[src/rtl/irq_pkg.sv]
package irq_pkg;
  localparam int SRC_N = 7;
  localparam int DW    = SRC_N + 1;
  localparam int B_CA2 = 0;
  localparam int B_CA1 = 1;
  localparam int B_SHF = 2;
  localparam int B_CB2 = 3;
  localparam int B_CB1 = 4;
  localparam int B_TM2 = 5;
  localparam int B_TM1 = 6;
  typedef logic [SRC_N-1:0] src_vec_t;
endpackage

[src/rtl/irq_decode.sv]
module irq_decode
  import irq_pkg::*;
#(
  parameter int AW = 4,
  parameter logic [AW-1:0] A_PORTB  = 4'd0,
  parameter logic [AW-1:0] A_PORTA  = 4'd1,
  parameter logic [AW-1:0] A_PORTA2 = 4'd15,
  parameter logic [AW-1:0] A_SHIFT  = 4'd10,
  parameter logic [AW-1:0] A_FLAG   = 4'd13,
  parameter logic [AW-1:0] A_ENAB   = 4'd14
) (
  input  logic          sel,
  input  logic          wr,
  input  logic [AW-1:0] addr,
  input  logic [DW-1:0] wdata,
  output src_vec_t      acc_clr,
  output logic          en_wr,
  output logic          rd_flag,
  output logic          rd_enab
);
  logic rd, wr_s;
  assign rd   = sel && !wr;
  assign wr_s = sel && wr;

  always_comb begin
    acc_clr = '0;
    if (wr_s && addr == A_FLAG) acc_clr = wdata[SRC_N-1:0];
    if (rd && addr == A_PORTB) begin
      acc_clr[B_CB1] = 1'b1;
      acc_clr[B_CB2] = 1'b1;
    end
    if (rd && (addr == A_PORTA || addr == A_PORTA2)) begin
      acc_clr[B_CA1] = 1'b1;
      acc_clr[B_CA2] = 1'b1;
    end
    if (sel && addr == A_SHIFT) acc_clr[B_SHF] = 1'b1;
  end

  assign en_wr   = wr_s && addr == A_ENAB;
  assign rd_flag = rd && addr == A_FLAG;
  assign rd_enab = rd && addr == A_ENAB;
endmodule

[src/rtl/irq_flag_reg.sv]
module irq_flag_reg
  import irq_pkg::*;
(
  input  logic     clk,
  input  logic     rst,
  input  src_vec_t set,
  input  src_vec_t clr,
  output src_vec_t flag_nx,
  output src_vec_t flag_q
);
  for (genvar i = 0; i < SRC_N; i++) begin : g_bit
    assign flag_nx[i] = set[i] | (flag_q[i] & ~clr[i]);
    always_ff @(posedge clk) begin
      if (rst) flag_q[i] <= 1'b0;
      else     flag_q[i] <= flag_nx[i];
    end
  end

  // a set pulse always leaves its flag set
  p_set_wins_r12: assert property (@(posedge clk) disable iff (rst)
    (set != '0) |=> ((flag_q & $past(set)) == $past(set)));
  // a cleared flag with no set goes low
  p_clear_r11: assert property (@(posedge clk) disable iff (rst)
    (clr != '0) |=> ((flag_q & $past(clr & ~set)) == '0));
endmodule

[src/rtl/irq_enable_reg.sv]
module irq_enable_reg
  import irq_pkg::*;
(
  input  logic          clk,
  input  logic          rst,
  input  logic          wr,
  input  logic [DW-1:0] wdata,
  output src_vec_t      en_nx,
  output src_vec_t      en_q
);
  always_comb begin
    en_nx = en_q;
    if (wr) begin
      if (wdata[DW-1]) en_nx = en_q | wdata[SRC_N-1:0];
      else             en_nx = en_q & ~wdata[SRC_N-1:0];
    end
  end

  always_ff @(posedge clk) begin
    if (rst) en_q <= '0;
    else     en_q <= en_nx;
  end

  p_en_set_r4: assert property (@(posedge clk) disable iff (rst)
    (wr && wdata[DW-1]) |=> ((en_q & $past(wdata[SRC_N-1:0])) == $past(wdata[SRC_N-1:0])));
  p_en_clr_r5: assert property (@(posedge clk) disable iff (rst)
    (wr && !wdata[DW-1]) |=> ((en_q & $past(wdata[SRC_N-1:0])) == '0));
  p_en_hold_r5: assert property (@(posedge clk) disable iff (rst)
    !wr |=> $stable(en_q));
endmodule

[src/rtl/irq_ctl_top.sv]
module irq_ctl_top
  import irq_pkg::*;
#(
  parameter int AW = 4
) (
  input  logic          clk,
  input  logic          rst,
  input  logic          bus_sel,
  input  logic          bus_wr,
  input  logic [AW-1:0] bus_addr,
  input  logic [DW-1:0] bus_wdata,
  input  logic [SRC_N-1:0] src_set,
  input  logic [SRC_N-1:0] src_clr,
  output logic [DW-1:0] rd_data,
  output logic          irq
);
  src_vec_t acc_clr, flag_nx, flag_q, en_nx, en_q;
  logic     en_wr, rd_flag, rd_enab;

  irq_decode #(.AW(AW)) u_dec (
    .sel(bus_sel), .wr(bus_wr), .addr(bus_addr), .wdata(bus_wdata),
    .acc_clr(acc_clr), .en_wr(en_wr), .rd_flag(rd_flag), .rd_enab(rd_enab)
  );

  irq_flag_reg u_flag (
    .clk(clk), .rst(rst), .set(src_set), .clr(acc_clr | src_clr),
    .flag_nx(flag_nx), .flag_q(flag_q)
  );

  irq_enable_reg u_en (
    .clk(clk), .rst(rst), .wr(en_wr), .wdata(bus_wdata),
    .en_nx(en_nx), .en_q(en_q)
  );

  always_ff @(posedge clk) begin
    if (rst) begin
      irq     <= 1'b0;
      rd_data <= '0;
    end else begin
      irq <= |(flag_nx & en_nx);
      if (rd_flag)      rd_data <= {irq, flag_q};
      else if (rd_enab) rd_data <= {1'b1, en_q};
      else              rd_data <= '0;
    end
  end

  p_irq_match_r6: assert property (@(posedge clk) disable iff (rst)
    irq == |(flag_q & en_q));
  p_en_read_r8: assert property (@(posedge clk) disable iff (rst)
    (bus_sel && !bus_wr && bus_addr == 4'd14) |=> rd_data[DW-1]);
  p_flag_read_r7: assert property (@(posedge clk) disable iff (rst)
    (bus_sel && !bus_wr && bus_addr == 4'd13) |=> (rd_data[DW-1] == $past(irq)));
endmodule

[config.mk]
export PLATFORM = sky130hd
export DESIGN_NAME = irq_ctl_top
export DESIGN_NICKNAME = d
export VERILOG_FILES = /design/src/rtl/irq_pkg.sv /design/src/rtl/irq_decode.sv /design/src/rtl/irq_flag_reg.sv /design/src/rtl/irq_enable_reg.sv /design/src/rtl/irq_ctl_top.sv
export SDC_FILE = /design/constraint.sdc
export NUM_CORES = 1
export LEC_CHECK = 0
export CORE_AREA = 2 2 78 50
export DETAILED_ROUTE_END_ITERATION = 10
export DIE_AREA = 0 0 80 52
export DONT_BUFFER_PORTS = 1
export PLACE_DENSITY = 0.42
export SYNTH_ARGS = -nofsm -noshare
export SYNTH_HDL_FRONTEND = slang
export SYNTH_SLANG_ARGS = --single-unit
export TNS_END_PERCENT = 20
[constraint.sdc]
create_clock -name clk -period 2.8 [get_ports clk]
set_clock_uncertainty 0.1 [all_clocks]
set_input_delay 0.7 -clock clk [delete_from_list [all_inputs] [get_ports clk]]
set_output_delay 0.7 -clock clk [all_outputs]
set_load 0.05 [all_outputs]
# --- Word level (Yosys, flattened, before mapping) ---
# Cells that the tools add are included.
totals:
  regBits: 23
  inputBits: 30
  out_inout_bits: 9
  wordCells: 62
op_classes:
  eq_ne: 5
  mux: 8
  bitwise: 26
  n_reduce_logical: 13
op_table:
  columns: ["operator", "count"]
  rows:
  - ["two-way mux 7 bit", 3]
  - ["== test 4 bit, second input constant", 4]
  - ["two-way mux 8 bit", 2]
  - ["bitwise AND 7 bit", 2]
  - ["OR 7 bit", 2]
  - ["logical AND 1 bit", 9]
  - ["bitwise AND 1 bit", 7]
  - ["NOT 1 bit", 7]
  - ["NOT 7 bit", 1]
  - ["OR 1 bit", 7]
  - ["OR reduction 7 bit", 1]
  - ["== test 4 x 1 -> 1 bit, second input constant", 1]
  - ["logical NOT 4 bit", 1]
  - ["two-way mux 2 bit", 2]
  - ["logical NOT 1 bit", 1]
  - ["logical OR 1 bit", 1]
  - ["two-way mux 1 bit", 1]

# --- Longest topological paths before layout ---
logic_depth:
  depth_word: 10
  mapped_depth: 6
  ltp_nobuf: 5

# --- Hierarchy ---
# From an unflattened synthesis, not the netlist that was laid out.
hier_totals:
  cells_unflattened: 139
  area_unflattened_um2: 1246.2
by_module_without_submodules:
  columns: ["mod", "instances", "cells_each", "area_per_inst_um2", "seq_area_each_um2"]
  rows:
  - ["irq_ctl_top", 1, 46, 402.9, 180.2]
  - ["irq_enable_reg", 1, 36, 365.4, 140.1]
  - ["irq_flag_reg", 1, 35, 324.1, 140.1]
  - ["irq_decode", 1, 22, 153.9, 0.0]

# --- Least setup slack after synthesis ---
# Ideal clock, no wire load.
synth_path:
  path_type: "input-to-reg"
  from: "in bus_addr[1]"
  to: "reg irq"
  setup_time_ps: 125
  t_arrival_ps: 1857
  setup_slack_ps: 718
  stages: 6
  n_path_buf: 1
  path_cell_list: "and4b_1 > buf_6 > nand3_1 > a41oi_1 > o22ai_1 > o41a_1"
synth_between:
  elab_chain_cells: 10
  elab_cells_between_ends: 41
  classes_between: "eq/ne (5); mux (5); bitwise (23); reduce/logical (8)"
synth_lines:
  columns: ["item", "line", "text"]
  rows:
  - ["from (decl)", "irq_ctl_top.sv:10", "input logic [AW-1:0] bus_addr,"]
  - ["== test 4 bit, or another cell as far along", "irq_decode.sv:27", "if (wr_s && addr == A_FLAG) acc_clr = wdata[SRC_N-1:0];"]
  - ["logical AND 1 bit / logical OR 1 bit (equally long branches)", "irq_decode.sv:27, irq_decode.sv:32", null]
  - ["two-way mux 7 bit / logical AND 1 bit (equally long branches)", "irq_decode.sv:27, irq_decode.sv:32", null]
  - ["two-way mux 2 bit, or another cell as far along", "irq_decode.sv:32", "if (rd && (addr == A_PORTA || addr == A_PORTA2)) begin"]
  - ["OR 7 bit", "irq_ctl_top.sv:26", ".clk(clk), .rst(rst), .set(src_set), .clr(acc_clr | src_clr),"]
  - ["NOT 1 bit", "irq_flag_reg.sv:12", "assign flag_nx[i] = set[i] | (flag_q[i] & ~clr[i]);"]
  - ["bitwise AND 1 bit", "irq_flag_reg.sv:12", null]
  - ["OR 1 bit", "irq_flag_reg.sv:12", null]
  - ["bitwise AND 7 bit *", "irq_ctl_top.sv:40", "irq <= |(flag_nx & en_nx);"]
  - ["OR reduction 7 bit *", "irq_ctl_top.sv:40", null]
  - ["to (signal assigned)", "irq_ctl_top.sv:40", null]
  - ["to (decl)", "irq_ctl_top.sv:15", "output logic irq"]
# Mark *: on every way between the ends. The rest lies on a longest branch, timed or not.
# A chain may end at the register's enable or synchronous reset.

# --- Worst setup path after layout ---
# Ends and elaborated chain as after synthesis.

==> results list <==
- The run finished with clean final reports.
- Largest net degree at the start of global routing: 24
- The number of antenna diodes in the final layout is 0.
- The cell sitting at the root of the clock tree is a sky130_fd_sc_hd__clkbuf_8.
- Sorting the synthesized cells by how often they occur yields sky130_fd_sc_hd__nor2_1 (25), sky130_fd_sc_hd__dfxtp_1 (23), sky130_fd_sc_hd__nand3_1 (14).
- Count of clock tree sinks: 23
* Hold path startpoint: rst
* Critical Path End Type: flop
- met2 is the most crowded layer.
- Input and output buffers added on the ports amount to 0.
- Worst path arrival time: 2.07 ns
* Die H: 52 µm
- For this design, the CTS-stage hold fixing added 0 buffers.
- The first detailed-routing pass took 4 iterations.
* Fraction of layout instances using a drive strength above 1: ~6.3%
* IO Count: 39
- Final slew viol count: 0
- Along the worst hold path, the cell count comes to 1.
- The path with the worst hold slack has its endpoint at u_flag.flag_q[0]$_SDFF_PP0_.
- Dominant delay contributor by cell family on the critical path: compound AO/OA/AOI/OAI gates
- For met2 alone, demand over resource in global routing was 19.3%.
- Clock-pin slew was measured on the worst setup and hold paths at about 0.08 ns.
- Cell depth of the worst flop-to-flop path: 5
- Library cell occupying the most area in the post-synthesis netlist: sky130_fd_sc_hd__dfxtp_1
* Via count of the first global-routing pass: slightly below 800
- Crit path largest cell delay: 0.42 ns
- Floorplan die area: 4160 µm²
* Setup repair after global routing missed its margin: false
- Dividing the detail-routed via count by the number of cells gives 5.03.
* Post-synthesis area per instance: 8.66 µm²
- The number of antenna violations at the first check in global routing is 0.
* Combined buffer and inverter count along the critical path: 0
* Cell area power density: between 500 and 600 nW/µm²
- Type of the setup path with the least slack: input port to flop
- Max-cap violations in this run came to 0.
- The net count of the finished layout is about 140.
- In this run the static leakage power is 0.425 nW.
- Clock buffer depth: 2
- Crit path time final: 2.02 ns
- Synth Register Bits: 23
- Final Hold Viols: 0
- Detailed-route via count: 794
- Row count: 17
- DRC violation count after routing: 0
* Inserted Clock Buffers: 3
- Including well taps, the total number of placed cells is approximately 150.
* Post-synthesis instance total: approximately 110
- The first global-routing pass estimated 3690 µm of wire.
- Hpwl dp: 1810 µm
- Relative slew slack: roughly two thirds
* Number of enable flip-flop cells after synthesis: 0
- The congestion estimate from routability-driven global placement came to 0.831.
* Final worst hold slack: 0.395 ns
- Cell with the largest stage delay on the worst path: sky130_fd_sc_hd__and4b_1
- The most common cell in the synthesized netlist is sky130_fd_sc_hd__nor2_1.
- Overall routed net length: 2400 µm
- Top cells by area, synth: sky130_fd_sc_hd__dfxtp_1 (47%), sky130_fd_sc_hd__nor2_1 (9.5%), sky130_fd_sc_hd__mux2i_1 (7.1%)
- Clock latency on the worst-skew pair, taken at its later pin, is roughly 0.26 ns.
* Worst reg2reg path endpoint: irq$_SDFF_PP0_
- For this block, the initial DRC count from the detailed router was 48.
* Crit path cell chain: and4b_1, nand3_1, a41oi_1, o22ai_1, o41a_1
* GR Layer Usage met3: 5.90%
* Highest achievable clock rate: 496 MHz
- After synthesis, flip-flops and latches occupy 46.6% of the total area.
* Synthesized area: 987 µm²
- The worst-case IR drop observed on VDD is 0.184 mV.
- Count of different cell masters after synthesis: 24
- The worst hold path belongs to the class input port to flop.
- For met1 alone, demand over resource in global routing was 14.7%.
* Initial standard-cell utilization of the core: 28.3%
- TritonCTS clock tree: done
* Final Cycle Share: approximately 72%
- In this run the register-to-register setup slack is 1.49 ns.
* # H-tree levels: 1
- The region available for standard cell placement spans 3490 µm².
- Remaining global-route overflow: 0
- Total negative slack: 0 ns
* Tot GR Track Use: 12.1%
* RR Startpoint: u_flag.flag_q[2]$_SDFF_PP0_
- Number of standard cells in the layout, taps in and fillers out: 158
- Data required time at the worst endpoint: 2.85 ns
- For this run, the number of Yosys warnings is 0.
* Area share of the largest cell type after synthesis: 46.6%
- Detailed-route wire length per cell: 15.2 µm
- The count of nets left with antenna violations once routing finished came out at 0.
- Compared with the post-synthesis result, the final layout area differs by 6.59%.
- Die outline width: 80 µm
* Setup Viol. Count Final: 0
* Async SR Flop Fraction: 0%
- Synthesis produced a netlist with a net count of 144.
* Startpoint class of the critical path: input port
* Post-CTS setup-driven buffer insertion count: 0
- Largest driver fanout on the critical path: 8
* Slew at the pin closest to its max-slew limit: 0.527 ns
- The most used flip-flop cell after synthesis is sky130_fd_sc_hd__dfxtp_1.
* Resize count post-CTS: 0
==> cells in the final DEF (no fill, tap or decap), types with 2 or more instances in the layout <==
cell,instances
sky130_fd_sc_hd__nand3_1,14
sky130_fd_sc_hd__dfxtp_1,23
sky130_fd_sc_hd__a21oi_1,2
sky130_fd_sc_hd__inv_1,8
sky130_fd_sc_hd__a41oi_1,4
sky130_fd_sc_hd__o22ai_1,3
sky130_fd_sc_hd__mux2i_1,7
sky130_fd_sc_hd__and2_2,2
sky130_fd_sc_hd__a31oi_1,2
sky130_fd_sc_hd__a22oi_1,7
sky130_fd_sc_hd__clkbuf_8,3
sky130_fd_sc_hd__nor2_1,25
sky130_fd_sc_hd__and4b_1,2
==> worst reg2reg max path, cell delays in order (launching register included) <==
cell,delay [ns]
sky130_fd_sc_hd__dfxtp_1,0.32
sky130_fd_sc_hd__inv_1,0.05
sky130_fd_sc_hd__a311oi_1,0.04
sky130_fd_sc_hd__a21oi_1,0.20
sky130_fd_sc_hd__o22ai_1,0.12
sky130_fd_sc_hd__o41a_1,0.37
==> state kept, by name, summed over array words and instances (netlist names) <==
signal and flops:
rd_data 8, irq 1, u_en.en_q 7, u_flag.flag_q 7
==> routing by layer <==
layer	share of wire (%)	up-vias	wire length (µm)
met5	0	-	0
met4	0.29	0	7
met3	6.6	2	158
met2	46	25	1100
met1	47	369	1130
li1	-	398	-
==> area by class of cell <==
class                   count  area (µm²)
well taps                  47        58.8
multi-input cells          76         457
clock inverters             1        5.00
clock buffers               3        41.3
fillers                   388        2440
flip-flops and latches     23         460
inverters                   8        30.0
==> power breakdown <==
group / switching [mW] / internal (mW) / total, mW
registers: 0.00585 / 0.334 / 0.340
logic: 0.0150 / 0.0113 / 0.0263
clock network: 0.103 / 0.0992 / 0.202
==> logic make-up (layout without fill, tap and decap cells) <==
group	count (synthesis)	in the layout	synth area share, %
mux	7	7	7.10
buf+inv	15	12	7.10
compound gates	21	21	15.8
flops	23	23	46.6
simple gates	48	48	23.3
==> worst max-delay path by stage <==
stage / end / startpoint / slack [ns] / cells after the start
after global placement: irq$_SDFF_PP0_ / bus_addr[1] / 0.49 / 5
after global routing: irq$_SDFF_PP0_ / bus_addr[1] / 0.74 / 5
final: irq$_SDFF_PP0_ / bus_addr[1] / 0.78 / 5
after CTS: irq$_SDFF_PP0_ / bus_addr[1] / 0.79 / 5
after floorplan: irq$_SDFF_PP0_ / bus_addr[1] / 0.72 / 6
after detailed placement: irq$_SDFF_PP0_ / bus_addr[1] / 0.50 / 5
==> metrics by stage <==
stage	power (mW)	worst slack (ns)	instance area [µm²]	utilization (%)
2_1_floorplan	0.374	0.718	987	-
3_3_place_gp	0.375	0.489	1010	28.8
3_5_place_dp	0.375	0.497	1010	28.8
4_1_cts	0.581	0.790	1050	30.2
5_1_grt	0.598	0.744	1050	30.2
6_report	0.569	0.784	1050	30.2
(Power assumes the default switching activity.)
